### config.mk
export PLATFORM = sky130hd
export DESIGN_NAME = read_latency_scheduler
export DESIGN_NICKNAME = d
export VERILOG_FILES = /design/src/rtl/rdsched_pkg.sv /design/src/rtl/rdsched_decode.sv /design/src/rtl/rdsched_slots.sv /design/src/rtl/read_latency_scheduler.sv
export SDC_FILE = /design/constraint.sdc
export NUM_CORES = 1
export LEC_CHECK = 0
export BUFFER_PORTS_ARGS = -buffer_cell sky130_fd_sc_hd__clkbuf_2
export CAP_MARGIN = 10
export CORE_MARGIN = 5
export CORE_UTILIZATION = 60
export DETAILED_ROUTE_END_ITERATION = 16
export PLACE_DENSITY = 0.78
export SYNTH_ARGS = -nofsm -noshare
export SYNTH_HDL_FRONTEND = slang
export SYNTH_SLANG_ARGS = --single-unit
### constraint.sdc
create_clock -name clk -period 2.4 [get_ports clk]
set_input_delay 0.72 -clock clk [delete_from_list [all_inputs] [get_ports clk]]
set_output_delay 0.72 -clock clk [all_outputs]
set_load 0.03 [all_outputs]
### src/rtl/rdsched_pkg.sv
package rdsched_pkg;

    // width of the beat index carried with each slot
    parameter int BEAT_W = 3;

    typedef struct packed {
        logic              data;
        logic              strb;
        logic [BEAT_W-1:0] beat;
    } slot_t;

    typedef enum logic [1:0] {
        ST_IDLE    = 2'd0,
        ST_PENDING = 2'd1,
        ST_STREAM  = 2'd2
    } phase_e;

endpackage

### src/rtl/rdsched_decode.sv
module rdsched_decode
    import rdsched_pkg::*;
#(
    parameter int IW = 4
) (
    input  logic [1:0]      lat_code,
    input  logic [1:0]      burst_code,
    output logic [IW-1:0]   lat_half,
    output logic [BEAT_W:0] burst_len,
    output logic            code_ok
);

    logic lat_ok;
    logic len_ok;

    // latency in half cycles: 2, 2.5 and 3 clocks
    always_comb begin
        lat_ok = 1'b1;
        case (lat_code)
            2'b00:   lat_half = IW'(4);
            2'b01:   lat_half = IW'(5);
            2'b10:   lat_half = IW'(6);
            default: begin
                lat_half = '0;
                lat_ok   = 1'b0;
            end
        endcase
    end

    // number of beats per burst
    always_comb begin
        len_ok = 1'b1;
        case (burst_code)
            2'b00:   burst_len = (BEAT_W+1)'(2);
            2'b01:   burst_len = (BEAT_W+1)'(4);
            2'b10:   burst_len = (BEAT_W+1)'(8);
            default: begin
                burst_len = '0;
                len_ok    = 1'b0;
            end
        endcase
    end

    assign code_ok = lat_ok & len_ok;

endmodule

### src/rtl/rdsched_slots.sv
module rdsched_slots
    import rdsched_pkg::*;
#(
    parameter int W  = 14,
    parameter int IW = 4
) (
    input  logic            clk,
    input  logic            rst_n,
    input  logic            ins,
    input  logic [IW-1:0]   lat_half,
    input  logic [BEAT_W:0] burst_len,
    output slot_t           head_rise,
    output slot_t           head_fall,
    output logic [W-1:0]    act_next
);

    slot_t q   [W];
    slot_t nxt [W];

    // advance two half-slots per clock, then overlay a new burst
    always_comb begin
        for (int i = 0; i < W; i++) nxt[i] = '0;
        for (int i = 0; i < W - 2; i++) nxt[i] = q[i+2];
        if (ins) begin
            for (int i = 0; i < W; i++) begin
                if (i >= int'(lat_half)) begin
                    if (i < int'(lat_half) + int'(burst_len)) begin
                        nxt[i].data = 1'b1;
                        nxt[i].strb = 1'b1;
                        nxt[i].beat = BEAT_W'(i - int'(lat_half));
                    end else begin
                        // the new burst cuts off anything older behind it
                        nxt[i] = '0;
                    end
                end else if (i + 2 >= int'(lat_half)) begin
                    // one clock of strobe preamble
                    nxt[i].strb = 1'b1;
                end
            end
        end
    end

    always_ff @(posedge clk or negedge rst_n) begin
        if (!rst_n) begin
            for (int i = 0; i < W; i++) q[i] <= '0;
        end else begin
            for (int i = 0; i < W; i++) q[i] <= nxt[i];
        end
    end

    for (genvar g = 0; g < W; g++) begin : g_act
        assign act_next[g] = nxt[g].data | nxt[g].strb;
    end

    assign head_rise = q[0];
    assign head_fall = q[1];

    // an accepted READ lands beat 0 exactly at its latency slot
    a_r2_first_beat_lands: assert property (
        @(posedge clk) disable iff (!rst_n)
        ins |=> (q[$past(lat_half)].data && q[$past(lat_half)].beat == '0)
    );

    // the slot just ahead of a fresh first beat carries preamble strobe
    a_r5_preamble_slot: assert property (
        @(posedge clk) disable iff (!rst_n)
        ins |=> q[$past(lat_half) - IW'(1)].strb
    );

endmodule

### src/rtl/read_latency_scheduler.sv
module read_latency_scheduler
    import rdsched_pkg::*;
#(
    parameter int MAX_LAT_HALF = 6
) (
    input  logic              clk,
    input  logic              rst_n,
    input  logic              rd_cmd,
    input  logic [1:0]        lat_code,
    input  logic [1:0]        burst_code,
    output logic              rise_valid,
    output logic              fall_valid,
    output logic              rise_strobe_en,
    output logic              fall_strobe_en,
    output logic [BEAT_W-1:0] rise_beat,
    output logic [BEAT_W-1:0] fall_beat,
    output logic              cfg_err
);

    localparam int MAX_BURST = 1 << BEAT_W;
    localparam int W         = MAX_LAT_HALF + MAX_BURST;
    localparam int IW        = $clog2(W);

    logic [IW-1:0]   lat_half;
    logic [BEAT_W:0] burst_len;
    logic            code_ok;
    logic            ins;
    logic            err_q;
    slot_t           head_rise;
    slot_t           head_fall;
    logic [W-1:0]    act_next;
    phase_e          state_q;
    phase_e          state_d;

    rdsched_decode #(.IW(IW)) u_decode (
        .lat_code  (lat_code),
        .burst_code(burst_code),
        .lat_half  (lat_half),
        .burst_len (burst_len),
        .code_ok   (code_ok)
    );

    assign ins = rd_cmd & code_ok;

    rdsched_slots #(.W(W), .IW(IW)) u_slots (
        .clk      (clk),
        .rst_n    (rst_n),
        .ins      (ins),
        .lat_half (lat_half),
        .burst_len(burst_len),
        .head_rise(head_rise),
        .head_fall(head_fall),
        .act_next (act_next)
    );

    // phase transitions follow the next slot contents
    always_comb begin
        if (|act_next[1:0])  state_d = ST_STREAM;
        else if (|act_next)  state_d = ST_PENDING;
        else                 state_d = ST_IDLE;
    end

    always_ff @(posedge clk or negedge rst_n) begin
        if (!rst_n) begin
            state_q <= ST_IDLE;
            err_q   <= 1'b0;
        end else begin
            state_q <= state_d;
            err_q   <= err_q | (rd_cmd & ~code_ok);
        end
    end

    // lanes are driven only while streaming
    always_comb begin
        rise_valid     = 1'b0;
        fall_valid     = 1'b0;
        rise_strobe_en = 1'b0;
        fall_strobe_en = 1'b0;
        rise_beat      = '0;
        fall_beat      = '0;
        unique case (state_q)
            ST_IDLE:    ;
            ST_PENDING: ;
            ST_STREAM: begin
                rise_valid     = head_rise.data;
                fall_valid     = head_fall.data;
                rise_strobe_en = head_rise.strb;
                fall_strobe_en = head_fall.strb;
                rise_beat      = head_rise.beat;
                fall_beat      = head_fall.beat;
            end
            default: ;
        endcase
    end

    assign cfg_err = err_q;

    // the error flag never clears outside reset
    a_r9_err_sticky: assert property (
        @(posedge clk) disable iff (!rst_n)
        cfg_err |=> cfg_err
    );

    // a READ with a reserved code raises the flag
    a_r8_reserved_flags: assert property (
        @(posedge clk) disable iff (!rst_n)
        (rd_cmd && !code_ok) |=> cfg_err
    );

    // every data half-slot has the strobe enabled
    a_r5_rise_strobe_with_data: assert property (
        @(posedge clk) disable iff (!rst_n)
        rise_valid |-> rise_strobe_en
    );
    a_r5_fall_strobe_with_data: assert property (
        @(posedge clk) disable iff (!rst_n)
        fall_valid |-> fall_strobe_en
    );

    // inside a burst the fall lane follows the rise lane by one beat
    a_r4_beat_step: assert property (
        @(posedge clk) disable iff (!rst_n)
        (rise_valid && fall_valid && fall_beat != '0) |-> (fall_beat == rise_beat + 1'b1)
    );

    // nothing leaves the block while idle
    a_r1_idle_quiet: assert property (
        @(posedge clk) disable iff (!rst_n)
        (state_q == ST_IDLE) |-> !(rise_valid || fall_valid || rise_strobe_en || fall_strobe_en)
    );

endmodule

# Yosys cells after proc, flatten, opt, wreduce, memory -nomap -nowiden

Cells that the tools add are included.

Logic and storage cells: 200
Output and inout bits: 11
Bits of input ports: 7
Register bits after elaboration: 73

Order comparisons: 29
Bitwise logic cells: 19
Eq/ne operators: 5
Reduce and logical (&&, ||, !) cells: 6
Mux-type cells: 82
$add $sub $neg: 15

Operators by type and width:

| operator              | number |
|---|---|
| $lt A5 B32 Y1 const A | 6 |
| $lt A4 B32 Y1 const A | 4 |
| $mux W5               | 14 |
| $mux W70              | 1 |
| $lt A3 B32 Y1 const A | 2 |
| $mux W1               | 48 |
| $mux W3               | 16 |
| $lt A1 B32 Y1 const A | 1 |
| $lt A2 B32 Y1 const A | 1 |
| $ge A4 B3 Y1 const A  | 7 |
| $sub A3 B3 Y3 const A | 6 |
| $or A1 B1 Y1          | 15 |
| $reduce_or A14 Y1     | 1 |
| $ge A3 B3 Y1 const A  | 4 |
| $pmux W4 S3           | 1 |
| $sub A1 B3 Y3 const A | 4 |
| $sub A2 B3 Y3 const A | 4 |
| $pmux W3 S3           | 1 |
| $eq A2 B2 Y1 const B  | 3 |
| $ge A1 B3 Y1 const A  | 2 |
| $ge A2 B3 Y1 const A  | 2 |
| $reduce_or A3 Y1      | 2 |
| $add A3 B4 Y5         | 1 |
| $eq A2 B1 Y1 const B  | 2 |
| other kinds (5)       | 8 |

# Logic depth before layout (Yosys ltp)

Depth in word-level cells: 11
Gate-level depth with buffers: 11
Depth with buffers taken out: 11

# By module

From an unflattened synthesis, not the netlist that was laid out.

Cells, all modules: 382
Area, all modules: 3658.5 µm²

By module, submodules not included:

| module                 | instances | seq. area each (µm²) | area each (µm²) | cells each |
|---|---|---|---|---|
| rdsched_slots          | 1         | 1751.7               | 3392.0          | 350 |
| read_latency_scheduler | 1         | 75.1                 | 202.7           | 22 |
| rdsched_decode         | 1         | 0.0                  | 63.8            | 10 |

# Least setup slack after synthesis

OpenSTA, ideal clock, no wires.

Path kind: input to register
Start point: input lat_code[0]
End point: register state_q[0]
Path slack: -0.449 ns
Required time: 2.259 ns
Arrival: 2.708 ns
Stages on the path: 11
Library setup time: 0.141 ns
Path buffers: 0
Cell sequence: inv_1 -> ha_1 -> ha_1 -> inv_1 -> fa_1 -> inv_1 -> a2111oi_0 -> nor3_1 -> a211o_1 -> nor3_2 -> a41oi_1

Cells in the longest elaborated chain, start to end: 11
Elaborated cells on any way between the ends: 112
Classes of those cells: 1 x add/sub; 29 x order compare; 2 x eq/ne; 60 x mux; 16 x bitwise; 4 x reduce/logical

RTL lines:

| item                                        | line                         | text |
|---|---|---|
| from (decl)                                 | read_latency_scheduler.sv:9  | `input logic [1:0] lat_code,` |
| $eq A2 B2 Y1, or another cell as far along  | rdsched_decode.sv:19         | `case (lat_code)` |
| $pmux W3 S3                                 | rdsched_decode.sv:19         |  |
| $add A3 B4 Y5                               | rdsched_slots.sv:27          | `if (i < int'(lat_half) + int'(burst_len)) begin` |
| $lt A1 B32 Y1, or another cell as far along | rdsched_slots.sv:27          |  |
| $mux W5                                     | rdsched_slots.sv:27          |  |
| $mux W1                                     | rdsched_slots.sv:26          | `if (i >= int'(lat_half)) begin` |
| $mux W70 *                                  | rdsched_slots.sv:24          | `if (ins) begin` |
| $or A1 B1 Y1                                | rdsched_slots.sv:52          | `assign act_next[g] = nxt[g].data \| nxt[g].strb;` |
| $reduce_or A14 Y1                           | read_latency_scheduler.sv:59 | `else if (\|act_next) state_d = ST_PENDING;` |
| $mux W1                                     | read_latency_scheduler.sv:59 |  |
| $mux W2 *                                   | read_latency_scheduler.sv:58 | `if (\|act_next[1:0]) state_d = ST_STREAM;` |
| named net state_d[0]                        | read_latency_scheduler.sv:33 | `phase_e state_d;` |
| to (signal assigned)                        | read_latency_scheduler.sv:68 | `state_q <= state_d;` |
| to (decl)                                   | read_latency_scheduler.sv:32 | `phase_e state_q;` |

Mark *: on every way through the listed nets, which the timed path passes. The rest lies on a longest branch.

==> run summary <==
chip width - 77.2 um
worst path cell trace - buf_2 -> or2b_1 -> inv_1 -> ha_1 -> a21o_1 -> buf_4 -> nor3_4 -> a21o_2 -> a31oi_1 -> nor3_2 -> a41oi_1
clk_skew - 6.03 ps
Net Count, Synth - 255
worst setup path startpoint - burst_code[1]
area grow syn2layout - 25.8%
Inserted Clock Buffers - 9
# DRC - 0
Ys Warns - 0
Final Setup Violations - 2
Tmin final - 2470 ps
DRT Wirelength - 5520 um
share of the synthesized area in the top cell type - 61.0%
Initial Util - 62.2%
first-pass GRT wire length - 9420 um
Die Ht - 77.2 um
Synth Flop Type - dfrtp_1
RSZ-0062 raised after global routing - yes
Max-Cap Viols - 0
cts hold-fix bufs - 0
Slew @ Worst Pin - 335 ps
fraction of layout cells with a size suffix above 1 - 36.5%
Mean Syn Cell Area - 11.4 um^2
First-pass DRT Iterations - 4
GRT overflow - 0
row count - 24
post-layout util - 78.2%
sequential share of power - 46.1%
antenna violations before repair - 0
register area share after synthesis - 61.0%
final period utilization - 103%
initial drt markers - 121
most common cell after layout, fill and taps aside - dfrtp_1
number of global-route vias before repair - 1,965
Core ar. - 0.00435 mm^2
Final Max Slew Viols - 0
violated checks - setup timing
I/O pin count - 18
vias per cell - 5.53
R2R depth - 4
slowest CP cell - or2b_1
WP depth - 11
Max FO, Critical Path - 5
Placed Cells - 321
Async SR Flop Fraction - 100%
critical path required time - 2600 ps
Int Pwr - 2.03 mW
worst min path class - reg2reg
maximum vdd drop - 541 uV
reg-to-reg slack, setup - 690 ps
fin worst setup slack - -69.5 ps
IO buf count - 17
PwrDens - 794 mW/mm^2
P_leak - 1.73 nW
worst path bufs/invs - 3
full die area - 0.00596 mm^2
synthesized area - 0.00271 mm^2
Synth Register Bits - 66
Bufs on Longest Clock Path - 2
Worst-path clk slew - 60 ps
GRT Overall Usage - 20.6%
GPL Wtd Cong - 0.887
main area contributors after synthesis - dfrtp_1, ha_1, and2_1
Place WS - -428 ps
CTS sink count - 66
largest net degree at the start of global routing - 67
Design Area, Final - 0.00341 mm^2
cell family with most CP delay - compound AO/OA/AOI/OAI gates
via count - 1,864
WP data arrival - 2670 ps
CTS tree - built
DP HPWL - 3700 um
P_sw - 0.670 mW
Clock power frac - 37.5%
Placement Cell Area - 0.00310 mm^2
run status - finished with violations
CP max stage delay - 240 ps
Netlist cell types - 42
fin cells - 337
CP Capture Type - flop
Post-DRT Antenna Nets - 0
DR WL/cell - 16.4 um
H-tree Lvls - 3
Hold Slack - 350 ps
R2R Path End - state_q[0]$_DFF_PN0_
Critical R2R Launch - u_slots.q[49]$_DFF_PN0_
Slew headroom - 77.4%
Synth Instances - 237
EDFF count, synth - 0
cell taking the most area after synthesis - dfrtp_1
n_diodes - 0
Gate power share - 16.4%
CP Class - in2reg
sw frac - 24.8%
Fmax achieved - 0.405 GHz
Final Hold Fails - 0
clk_lat worst skew - 330 ps
Setup crit end - state_q[0]$_DFF_PN0_
Root Driver - clkbuf_8
nets - 299
most frequent cells in the layout - dfrtp_1, buf_4, nand2_1
Setup crit start kind - primary input
[how the worst min path moves through the flow]
stage / start / endpoint / slack, ps / cells past startpoint
6_report: u_slots.q[52]$_DFF_PN0_ / u_slots.head_fall[2]$_DFF_PN0_ / 350 / 0
5_1_grt: u_slots.q[42]$_DFF_PN0_ / u_slots.q[52]$_DFF_PN0_ / 360 / 0
4_1_cts: u_slots.q[52]$_DFF_PN0_ / u_slots.head_fall[2]$_DFF_PN0_ / 350 / 0
3_5_place_dp: u_slots.q[52]$_DFF_PN0_ / u_slots.head_fall[2]$_DFF_PN0_ / 340 / 0
3_3_place_gp: u_slots.q[40]$_DFF_PN0_ / u_slots.q[50]$_DFF_PN0_ / 330 / 0
2_1_floorplan: u_slots.q[50]$_DFF_PN0_ / u_slots.head_fall[0]$_DFF_PN0_ / 400 / 1
[layout make-up]
type                            count  area (um^2)
Clock buffer                       13          159
Clock inverter                      2         60.1
Fill cell                         263          947
Inverter                           12         47.5
Multi-Input combinational cell    135         1020
Sequential cell                    66         1650
Tap cell                           52         65.1
Timing Repair Buffer               57          404
[synth_stat cells, types with 2 or more instances]
master    count
a211o_1       2
a21o_1        4
a21o_2        3
a21oi_1       7
a22o_1        8
a31oi_1       2
and2_1       15
clkbuf_1     22
dfrtp_1      66
ha_1         10
inv_1        12
mux2_2        2
nand2_1      21
nor2_1       13
nor2b_1       6
nor3_1        2
nor3_2        2
o21ai_0       9
o31ai_1       4
o41ai_1       2
or2_2         2
or4_2         2
xnor2_1       2
[routing by layer]
metal	share of wire, %	vias up	routed length [um]	GRT usage [%]
met5	0	-	0	0
met4	2.3	0	126	10.5
met3	6.1	11	334	5.50
met2	50	76	2790	33.4
met1	41	909	2270	25.2
li1	-	868	-	-
[power groups by stage]
| stage | logic, mW | registers, mW | clock network [mW] |
|---|---|---|---|
| after floorplan | 0.262 | 1.25 | 0 |
| after global placement | 0.397 | 1.26 | 0 |
| after detailed placement | 0.413 | 1.27 | 0 |
| after CTS | 0.426 | 1.25 | 1.04 |
| after global routing | 0.484 | 1.26 | 1.10 |
| final | 0.443 | 1.25 | 1.01 |
[state kept, by name, indices dropped and copies added (netlist names)]
| signal | flops |
|---|---|
| u_slots.q | 53 |
| u_slots.head_rise | 5 |
| u_slots.head_fall | 5 |
| cfg_err | 1 |
| state_q | 2 |
[cells by family (layout without fill, tap and decap cells)]
kind of cell,after synthesis,after routing,share of synthesized area (%)
XOR/XNOR,2,2,0.647
AO/OA/AOI/OAI,48,48,12.5
buffers and inverters,36,84,5.31
multiplexers,2,2,0.831
adder cells (fa/ha/maj),11,11,5.36
AND/OR/NAND/NOR,72,72,14.4
flip-flops,66,66,61.0
[what timing repair did]
item / in CTS / in global routing
pin swaps: 1 / 4
gates resized for setup: 3 / 18
setup buffers: 0 / 2
hold endpoints to repair: 0 / 0
setup endpoints to repair: 4 / 32
[stage by stage]
stage	TNS (ps)	total power [mW]
2_1_floorplan	-224	1.52
3_3_place_gp	-6650	1.66
3_5_place_dp	-8860	1.68
4_1_cts	-30.5	2.71
5_1_grt	-374	2.84
6_report	-82.7	2.70
[worst register-to-register path, cell delays in order (launching register included)]
cell     delay [ps]
dfrtp_1         370
or4_2           680
a211o_1         300
nor3_2          100
a41oi_1         120
No activity file was read; power rests on OpenSTA's default activity.
